File: config.mk
export PLATFORM = sky130hd
export DESIGN_NAME = prog_checksum_engine
export DESIGN_NICKNAME = d
export VERILOG_FILES = /design/src/rtl/ckm_pkg.sv /design/src/rtl/ckm_seed.sv /design/src/rtl/ckm_seq.sv /design/src/rtl/ckm_acc.sv /design/src/rtl/prog_checksum_engine.sv
export SDC_FILE = /design/constraint.sdc
export NUM_CORES = 1
export LEC_CHECK = 0
export BUFFER_PORTS_ARGS = -buffer_cell sky130_fd_sc_hd__buf_2
export CAP_MARGIN = 20
export CORE_ASPECT_RATIO = 1.2
export CORE_MARGIN = 2
export CORE_UTILIZATION = 30
export DETAILED_ROUTE_END_ITERATION = 12
export GPL_ROUTABILITY_DRIVEN = 0
export PLACE_DENSITY = 0.66
export SETUP_SLACK_MARGIN = 0.4
export SLEW_MARGIN = 20
export SYNTH_ARGS = -nofsm -noshare
export SYNTH_HDL_FRONTEND = slang
export SYNTH_SLANG_ARGS = --single-unit
File: constraint.sdc
create_clock -name clk -period 2.1 [get_ports clk]
set_clock_uncertainty 0.1 [all_clocks]
set_input_delay 0.21 -clock clk [delete_from_list [all_inputs] [get_ports clk]]
set_output_delay 0.21 -clock clk [all_outputs]
set_load 0.005 [all_outputs]
File: src/rtl/ckm_pkg.sv
package ckm_pkg;

    // Geometry of the memory being summed
    localparam int WORD_W = 12;
    localparam int ADDR_W = 9;
    localparam int SUM_W  = 16;
    localparam int ID_NUM = 4;
    localparam int NIB_W  = 4;
    localparam int CP_BIT = 3;

    // Last address summed in each mode
    localparam logic [ADDR_W-1:0] LAST_OPEN   = 9'h1FE;
    localparam logic [ADDR_W-1:0] LAST_LOCKED = 9'h03F;

    // Configuration bits that enter the sum
    localparam logic [WORD_W-1:0] CFG_KEEP = 12'h01F;

    typedef logic [SUM_W-1:0] sum_t;

    typedef enum logic [0:0] {
        SEQ_IDLE = 1'b0,
        SEQ_RUN  = 1'b1
    } seq_state_e;

    // One read beat travelling through the read latency stage
    typedef struct packed {
        logic vld;
        logic last;
    } beat_t;

    // Zero-extend a memory word to the accumulator width
    function automatic sum_t widen(input logic [WORD_W-1:0] w);
        return {{(SUM_W-WORD_W){1'b0}}, w};
    endfunction

    // Protection is active when the selected configuration bit is cleared
    function automatic logic is_locked(input logic [WORD_W-1:0] cfg);
        return ~cfg[CP_BIT];
    endfunction

endpackage

File: src/rtl/ckm_seed.sv
module ckm_seed
    import ckm_pkg::*;
#(
    parameter int P_WORD_W = WORD_W,
    parameter int P_ID_NUM = ID_NUM,
    parameter int P_NIB_W  = NIB_W,
    parameter int P_SUM_W  = SUM_W
) (
    input  logic [P_WORD_W-1:0]          cfg,
    input  logic [P_ID_NUM*P_WORD_W-1:0] ids,
    output logic                         locked,
    output logic [P_SUM_W-1:0]           seed
);
    localparam int PACK_W = P_ID_NUM * P_NIB_W;
    localparam logic [PACK_W-1:0] NIB_MASK = PACK_W'((1 << P_NIB_W) - 1);

    logic [PACK_W-1:0]  id_pack;
    logic [P_SUM_W-1:0] cfg_part;
    logic [P_SUM_W-1:0] id_part;

    // ID0 lands in the most significant nibble
    always_comb begin
        id_pack = '0;
        for (int g = 0; g < P_ID_NUM; g++) begin
            id_pack = id_pack
                    | ((PACK_W'(ids >> (g * P_WORD_W)) & NIB_MASK)
                       << ((P_ID_NUM - 1 - g) * P_NIB_W));
        end
    end

    assign locked   = is_locked(cfg);
    assign cfg_part = P_SUM_W'(cfg & CFG_KEEP);
    assign id_part  = locked ? P_SUM_W'(id_pack) : '0;
    assign seed     = cfg_part + id_part;

endmodule

File: src/rtl/ckm_seq.sv
module ckm_seq
    import ckm_pkg::*;
#(
    parameter int                P_ADDR_W      = ADDR_W,
    parameter logic [P_ADDR_W-1:0] P_LAST_OPEN   = LAST_OPEN,
    parameter logic [P_ADDR_W-1:0] P_LAST_LOCKED = LAST_LOCKED
) (
    input  logic                clk,
    input  logic                rst,
    input  logic                go,
    input  logic                locked,
    output logic                rd_en,
    output logic [P_ADDR_W-1:0] rd_addr,
    output logic                rd_last
);
    seq_state_e          state_q;
    logic [P_ADDR_W-1:0] addr_q;
    logic [P_ADDR_W-1:0] limit_q;

    always_ff @(posedge clk) begin
        if (rst) begin
            state_q <= SEQ_IDLE;
            addr_q  <= '0;
            limit_q <= '0;
        end else begin
            case (state_q)
                SEQ_IDLE: begin
                    if (go) begin
                        state_q <= SEQ_RUN;
                        addr_q  <= '0;
                        limit_q <= locked ? P_LAST_LOCKED : P_LAST_OPEN;
                    end
                end
                SEQ_RUN: begin
                    if (addr_q == limit_q) begin
                        state_q <= SEQ_IDLE;
                    end else begin
                        addr_q <= addr_q + 1'b1;
                    end
                end
                default: state_q <= SEQ_IDLE;
            endcase
        end
    end

    assign rd_en   = (state_q == SEQ_RUN);
    assign rd_addr = addr_q;
    assign rd_last = rd_en && (addr_q == limit_q);


    addr_step_chk: assert property (@(posedge clk) disable iff (rst)
        (rd_en && $past(rd_en)) |-> (rd_addr == $past(rd_addr) + 1'b1));


    addr_bound_chk: assert property (@(posedge clk) disable iff (rst)
        rd_en |-> (rd_addr <= P_LAST_OPEN));


    addr_first_chk: assert property (@(posedge clk) disable iff (rst)
        $rose(rd_en) |-> (rd_addr == '0));

endmodule

File: src/rtl/ckm_acc.sv
module ckm_acc
    import ckm_pkg::*;
#(
    parameter int P_WORD_W = WORD_W,
    parameter int P_SUM_W  = SUM_W
) (
    input  logic                clk,
    input  logic                rst,
    input  logic                go,
    input  logic [P_SUM_W-1:0]  seed,
    input  logic                rd_en,
    input  logic                rd_last,
    input  logic [P_WORD_W-1:0] rdata,
    output logic [P_SUM_W-1:0]  sum,
    output logic                done,
    output logic                pend
);
    beat_t              beat_q;
    logic [P_SUM_W-1:0] acc_q;
    logic               done_q;

    // The read beat is delayed by one stage to meet the returning data
    always_ff @(posedge clk) begin
        if (rst) begin
            beat_q <= '0;
        end else begin
            beat_q.vld  <= rd_en;
            beat_q.last <= rd_last;
        end
    end

    // Carries out of the top bit are dropped by the fixed width
    always_ff @(posedge clk) begin
        if (rst) begin
            acc_q  <= '0;
            done_q <= 1'b0;
        end else begin
            done_q <= beat_q.vld && beat_q.last;
            if (go) begin
                acc_q <= seed;
            end else if (beat_q.vld) begin
                acc_q <= acc_q + P_SUM_W'(rdata);
            end
        end
    end

    assign sum  = acc_q;
    assign done = done_q;
    assign pend = beat_q.vld;


    done_pulse_chk: assert property (@(posedge clk) disable iff (rst)
        done |=> !done);


    hold_result_chk: assert property (@(posedge clk) disable iff (rst)
        (!pend && !go) |=> $stable(sum));

endmodule

File: src/rtl/prog_checksum_engine.sv
module prog_checksum_engine
    import ckm_pkg::*;
#(
    parameter int P_WORD_W = WORD_W,
    parameter int P_ADDR_W = ADDR_W,
    parameter int P_SUM_W  = SUM_W,
    parameter int P_ID_NUM = ID_NUM
) (
    input  logic                         clk,
    input  logic                         rst,
    input  logic                         start,
    input  logic [P_WORD_W-1:0]          cfg_word,
    input  logic [P_ID_NUM*P_WORD_W-1:0] id_words,
    output logic                         mem_rd_en,
    output logic [P_ADDR_W-1:0]          mem_addr,
    input  logic [P_WORD_W-1:0]          mem_rdata,
    output logic                         busy,
    output logic                         done,
    output logic [P_SUM_W-1:0]           checksum
);
    logic               go;
    logic               locked;
    logic [P_SUM_W-1:0] seed;
    logic               rd_last;
    logic               pend;

    // A start is taken only when no read or pending beat is in flight
    assign busy = mem_rd_en | pend;
    assign go   = start & ~busy;

    ckm_seed #(
        .P_WORD_W (P_WORD_W),
        .P_ID_NUM (P_ID_NUM),
        .P_NIB_W  (NIB_W),
        .P_SUM_W  (P_SUM_W)
    ) seed_i (
        .cfg    (cfg_word),
        .ids    (id_words),
        .locked (locked),
        .seed   (seed)
    );

    ckm_seq #(
        .P_ADDR_W      (P_ADDR_W),
        .P_LAST_OPEN   (P_ADDR_W'(LAST_OPEN)),
        .P_LAST_LOCKED (P_ADDR_W'(LAST_LOCKED))
    ) seq_i (
        .clk     (clk),
        .rst     (rst),
        .go      (go),
        .locked  (locked),
        .rd_en   (mem_rd_en),
        .rd_addr (mem_addr),
        .rd_last (rd_last)
    );

    ckm_acc #(
        .P_WORD_W (P_WORD_W),
        .P_SUM_W  (P_SUM_W)
    ) acc_i (
        .clk     (clk),
        .rst     (rst),
        .go      (go),
        .seed    (seed),
        .rd_en   (mem_rd_en),
        .rd_last (rd_last),
        .rdata   (mem_rdata),
        .sum     (checksum),
        .done    (done),
        .pend    (pend)
    );


    busy_end_chk: assert property (@(posedge clk) disable iff (rst)
        $fell(busy) |-> done);


    no_restart_chk: assert property (@(posedge clk) disable iff (rst)
        (start && mem_rd_en && !rd_last) |=> (mem_rd_en && mem_addr != '0));

endmodule

==> results of run 1 <==
-- sequential cells by signal, summed over array words and instances (netlist names) --
signal and count:
seq_i.limit_q 3, acc_i.sum 16, acc_i.done 1, seq_i.rd_addr 9, seq_i.rd_en 1, acc_i.pend 1
acc_i.beat_q 1
-- cell usage after synthesis (3+ instances only) --
master / count
a22oi_1: 4
o21a_1: 3
clkbuf_1: 5
inv_1: 8
nor3_1: 7
a31oi_1: 7
dfxtp_1: 32
xnor2_1: 15
xor2_1: 16
a21o_1: 3
a21oi_1: 18
o21ai_0: 11
ha_1: 17
buf_2: 5
a211oi_1: 4
nor2_1: 32
nand3_1: 9
or2_2: 4
and3_1: 5
nand2_1: 27
nor2b_1: 11
nand4_1: 8
-- layer usage --
metal / up-vias / track usage, %
met2: 79 / 27.0
met1: 1208 / 20.1
li1: 1306 / -
met4: 0 / 3.68
met5: - / 0
met3: 6 / 3.67
-- repair_timing --
item                                    in CTS  in global routing
pin swaps                                   11                 13
buffers inserted                             6                  2
cloned                                       1                  0
gates resized for setup                     21                 12
endpoints found under the setup margin      22                 22
-- logic make-up after synthesis --
kind of cell,Yosys count,share of synthesized area (%)
AO/OA/AOI/OAI,76,23.1
multiplexers,2,0.858
AND/OR/NAND/NOR,119,24.9
XOR/XNOR,31,10.9
flip-flops,32,25.8
buffers and inverters,23,4.14
adder cells (fa/ha/maj),19,10.2
-- final cells by class --
class	count	area [µm²]
Timing Repair Buffer	111	687
Multi-Input combinational cell	248	1980
Tap cell	95	119
Inverter	8	30.0
Fill cell	795	4500
Clock buffer	7	96.3
Sequential cell	32	649
-- power by group through the flow --
| stage | registers, mW | logic, mW | clock network [mW] |
|---|---|---|---|
| floorplan | 0.722 | 0.528 | 0 |
| global placement | 0.726 | 0.824 | 0 |
| detailed placement | 0.728 | 0.840 | 0 |
| CTS | 0.718 | 0.940 | 0.529 |
| global route | 0.727 | 1.07 | 0.553 |
| finish | 0.721 | 0.983 | 0.519 |
-- worst paths after layout --
path                                 endpoint             from
worst min register to register     acc_i.done  acc_i.beat_q[0]
worst min-delay path            acc_i.sum[15]      id_words[3]
worst max register to register  acc_i.sum[14]     acc_i.sum[0]
worst max-delay path            acc_i.sum[14]     acc_i.sum[0]
-- worst register-to-register path, delay by kind of cell (launching register included) --
family                   cells  cell delay [ns]
AO/OA/AOI/OAI                5             0.98
adder cells (fa/ha/maj)      2             0.53
flip-flops                   1             0.33
XOR/XNOR                     1             0.17
==> metrics.cfg, run 1 <==
[run_status]
outcome=finished, violations left
violations=setup timing

[setup_path]
crit_buf_inv=0
cp-end-kind=flop
cpMostUsedCell=o31ai_4
r2r_slack_ns=-0.13
max_stage_delay_ns=0.37
critPathSlowestCell=fa_2
required_ns=2.17
crit_arrival_ns=2.29
cp.depth=8
path_max_fanout=4
start_kind=flop
criticalPathCategory=reg -> reg
crit_chain=ha_4 -> fa_2 -> a211oi_4 -> o31ai_4 -> o31ai_4 -> a31oi_2 -> xnor2_1 -> o2bb2ai_1
path_delay_family=compound AO/OA/AOI/OAI gates
reg2reg_depth=8

[placement]
placed_cells=485
placed_area_mm2=0.00321
post-place-ws_ns=-0.175
io_buffers=63
dp_hpwl_mm=5.59

[synthesis]
async_flop_share_pct=0
synthTopCellsByArea=dfxtp_1 (26%), ha_1 (8.6%), xor2_1 (5.7%)
synth_seq_area_share_pct=25.8
yosys.area.top_type=dfxtp_1
synth-seq-cells=32
yosysWarnings=0
ys.flop_type=dfxtp_1
synth_edf_count=0
syn-num-nets=396
yosysTopAreaCellShare_pct=25.8
synth_area_mm2=0.00248
synth_cell_types=63
postSynthCellCount=302
avgSynthCellArea_um2=8.21

[routing]
first_iter_violations=137
wl_met3_um=357
dr.max_layer_used=met4
vias_per_cell=5.19
vias=2599
wl_met1_mm=3.18
wl_per_cell_um=14.8
dr_wl_met2_mm=3.84
drc=0
first_pass_iters=4
antenna_left=0
drt_wl_total_mm=7.43

[final_layout]
utilization_pct=44.2
final_cells=501
final_common_cell=buf_2
n_antenna_cell=0
layout_common_cells=buf_2 (63), buf_4 (45), nor2_1 (31), nand2_1 (26), dfxtp_1 (25)
layout-drive-gt1-share_pct=42.1
nets=500
area_growth_pct=43.7
design_area_mm2=0.00356

[die]
core_area_mm2=0.00806
row_count=36
initial_core_util_pct=30.8
die-area_mm2=0.00901
pin_count=103
die_y_um=104
die_w_um=87.0

[timing]
fmax_mhz=449
finalHoldViolations=0
setup_violations=5
finalSetupTns_ns=-0.376
worst_slew_pin_slew_ns=0.415
grt_setup_unrepaired=yes
slew_viol_final=0
worst_slack_ns=-0.125
relSlewSlack_pct=72.3
min_period_ns=2.23
period_share_pct=106
holdWs_ns=0.132

[clocking]
h-tree-depth=2
clk_latency_ns=0.28
root_buffer=clkbuf_8
clock_sinks=32
ctsHoldBuffers=0
cts_tree=built
numCtsBuffers=5
clkTransAtPathRegs_ns=0.07
cts_buffer_depth=2

[min_path]
worstHoldPathCells=4
worst_hold_path_type=in -> reg

[power_and_ir_drop]
combPwrFrac_pct=44.2
powerDensity_mw_per_mm2=624
p_seq_share_pct=32.4
ir_drop_v=0.000246
internal_power_mw=1.44
leakage_nw=1.53
switchingPower_uw=784
swShare_pct=35.3
clock_power_share_pct=23.3
total_power_mw=2.22

[grt]
grt_pass1_vias=2489
track_usage_pct=15.9
antenna_found_initial=0
grt_max_degree=24
grt_first_pass_wirelength_mm=11.6
grt.overflow.total=0

[job]
cap_viol_max_count=0

Note: power is estimated with default switching activity, not from simulation.
==> inputs of run 2 (changes only) <==
--- a/config.mk
+++ b/config.mk
@@ -8,11 +8,12 @@
 export BUFFER_PORTS_ARGS = -buffer_cell sky130_fd_sc_hd__buf_2
 export CAP_MARGIN = 20
 export CORE_ASPECT_RATIO = 1.2
-export CORE_MARGIN = 2
+export CORE_MARGIN = 3
 export CORE_UTILIZATION = 30
 export DETAILED_ROUTE_END_ITERATION = 12
 export GPL_ROUTABILITY_DRIVEN = 0
-export PLACE_DENSITY = 0.66
+export PLACE_DENSITY = 0.61
+export RECOVER_POWER = 100
 export SETUP_SLACK_MARGIN = 0.4
 export SLEW_MARGIN = 20
 export SYNTH_ARGS = -nofsm -noshare
==> run 2 against run 1 <==
Net effect:
- the run still ends with setup timing left
- sequential power shrank 1%
- total power grew 3.3%
- worst setup slack gained 0.018 ns
- wire length shrank 0.98%
- flip-flop and latch count is the same
- hold slack lost 0.011 ns
- clock-buffer cell count shrank 2
- die area grew 4.3%
- global-route usage shrank 0.13 points
==> metrics.cfg, run 2 (same netlist as run 1, synthesis figures left out) <==
[run_status]
outcome=finished, violations left
violations=setup timing

[timing]
setup_violations=7  ; +2
relSlewSlack_pct=54.6  ; -18 points
grt_setup_unrepaired=yes
slew_viol_final=0  ; unchanged
period_share_pct=105  ; -0.87 points
fmax_mhz=453  ; +0.83%
min_period_ns=2.21  ; -0.0183 ns
worst_slew_pin_slew_ns=0.679  ; +0.264 ns
worst_slack_ns=-0.107  ; +0.0183 ns
finalHoldViolations=0  ; unchanged
holdWs_ns=0.120  ; -0.0113 ns

[job]
cap_viol_max_count=0  ; unchanged

[routing]
wl_per_cell_um=14.8  ; -0.59%
first_iter_violations=92  ; -33%
vias_per_cell=5.12  ; -1.2%
vias=2557  ; -1.6%
first_pass_iters=4  ; unchanged
drc=0  ; unchanged
antenna_left=0  ; unchanged
drt_wl_total_mm=7.36  ; -0.98%

[final_layout]
final_cells=499  ; -0.40%
nets=500  ; unchanged
layout_common_cells=buf_2 (62), buf_4 (46), nor2_1 (30), nand2_1 (26), dfxtp_1 (24)
layout-drive-gt1-share_pct=42.0  ; -0.10 points
area_growth_pct=43.8  ; about the same
final_common_cell=buf_2
largest_register_ffs=16  ; unchanged
utilization_pct=45.5  ; +1.3 points
fillers=778  ; -2.1%
n_antenna_cell=0  ; unchanged

[placement]
io_buffers=63  ; unchanged
dp_hpwl_mm=5.58  ; about the same
placed_cells=481  ; -0.82%
post-place-ws_ns=-0.119  ; +0.0556 ns

[min_path]
worst_hold_path_type=in -> reg

[setup_path]
start_kind=flop
cp-end-kind=flop
required_ns=2.17  ; about the same
criticalPathCategory=reg -> reg
path_max_fanout=4  ; unchanged
crit_arrival_ns=2.28  ; about the same

[power_and_ir_drop]
powerDensity_mw_per_mm2=644  ; +3.3%
leakage_nw=1.51  ; -1.3%
ir_drop_v=0.000304  ; +24%

[die]
die-area_mm2=0.00940  ; +4.3%
row_count=35  ; -2.8%
die_y_um=106  ; +1.9%
initial_core_util_pct=31.6  ; +0.88 points
die_w_um=89.0  ; +2.3%
core_area_mm2=0.00784  ; -2.8%
pin_count=103  ; unchanged

[clocking]
ctsHoldBuffers=0  ; unchanged
clkTransAtPathRegs_ns=0.08  ; about the same
clock_sinks=32  ; unchanged
numCtsBuffers=5  ; unchanged
clk_latency_ns=0.29  ; about the same
cts_buffer_depth=2  ; unchanged
root_buffer=clkbuf_8
h-tree-depth=2  ; unchanged
cts_tree=built

[grt]
grt.overflow.total=0  ; unchanged
track_usage_pct=15.8  ; -0.13 points
grt_max_degree=27  ; +13%
antenna_found_initial=0  ; unchanged
grt_pass1_vias=2501  ; +0.48%
grt_first_pass_wirelength_mm=11.9  ; +2.6%

run 2: stage by stage:
stage / setup TNS (ns) / total power, mW / area (µm²)
6_report: -0.365 / 2.30 / 3570
5_1_grt: -1.51 / 2.45 / 3570
4_1_cts: -0.260 / 2.23 / 3390
3_5_place_dp: -0.307 / 1.56 / 3200
3_3_place_gp: -0.273 / 1.55 / 3200
2_1_floorplan: 0 / 1.25 / 2570
run 2: path summary, 6_finish.rpt:
kind	to	from	slack, ns	cells past startpoint
worst max-delay path	acc_i.sum[8]	acc_i.sum[0]	-0.11	8
worst min-delay path	acc_i.sum[15]	id_words[3]	0.12	4
worst max register to register	acc_i.sum[8]	acc_i.sum[0]	-0.11	8
worst min register to register	acc_i.done	acc_i.beat_q[0]	0.38	1
run 2: what timing repair did:
item                                    4_1_cts  5_1_grt
gates cloned                                  1        0
gates resized for setup                       9       26
endpoints found under the setup margin       22       22
pin swaps                                     4       22
endpoints found under the hold margin         0        0
setup buffers                                 1        8
run 2: layer usage:
| metal | vias to the layer above | routed length, µm | track usage (%) |
|---|---|---|---|
| met3 | 10 | 356 | 2.97 |
| met4 | 0 | 142 | 5.32 |
| met5 | - | 0 | 0 |
| met1 | 1192 | 3160 | 20.0 |
| met2 | 54 | 3700 | 26.3 |
| li1 | 1301 | - | - |
run 2: area by class of cell:
| type | instances | area (µm²) | area share [%] |
|---|---|---|---|
| multi-input combinational | 248 | 1970 | 55.2 |
| timing repair buffer | 111 | 682 | 19.1 |
| sequential | 32 | 656 | 18.4 |
| tap | 92 | 115 | 3.23 |
| clock buffer | 5 | 68.8 | 1.93 |
| clock inverter | 3 | 46.3 | 1.30 |
| inverter | 8 | 30.0 | 0.842 |
run 2: critical path: stages (launching register included):
cell and delay (ns):
dfxtp_2 0.34, ha_4 0.16, fa_2 0.37, a211oi_4 0.31, o31ai_4 0.12, o31ai_4 0.28
xnor2_1 0.11, a222oi_1 0.23, nor2_1 0.06
run 2: power by group:
| part | leakage, nW | switching, mW | internal (mW) |
|---|---|---|---|
| registers | 0.266 | 0.0553 | 0.658 |
| logic | 1.19 | 0.484 | 0.475 |
| clock network | 0.0548 | 0.267 | 0.358 |
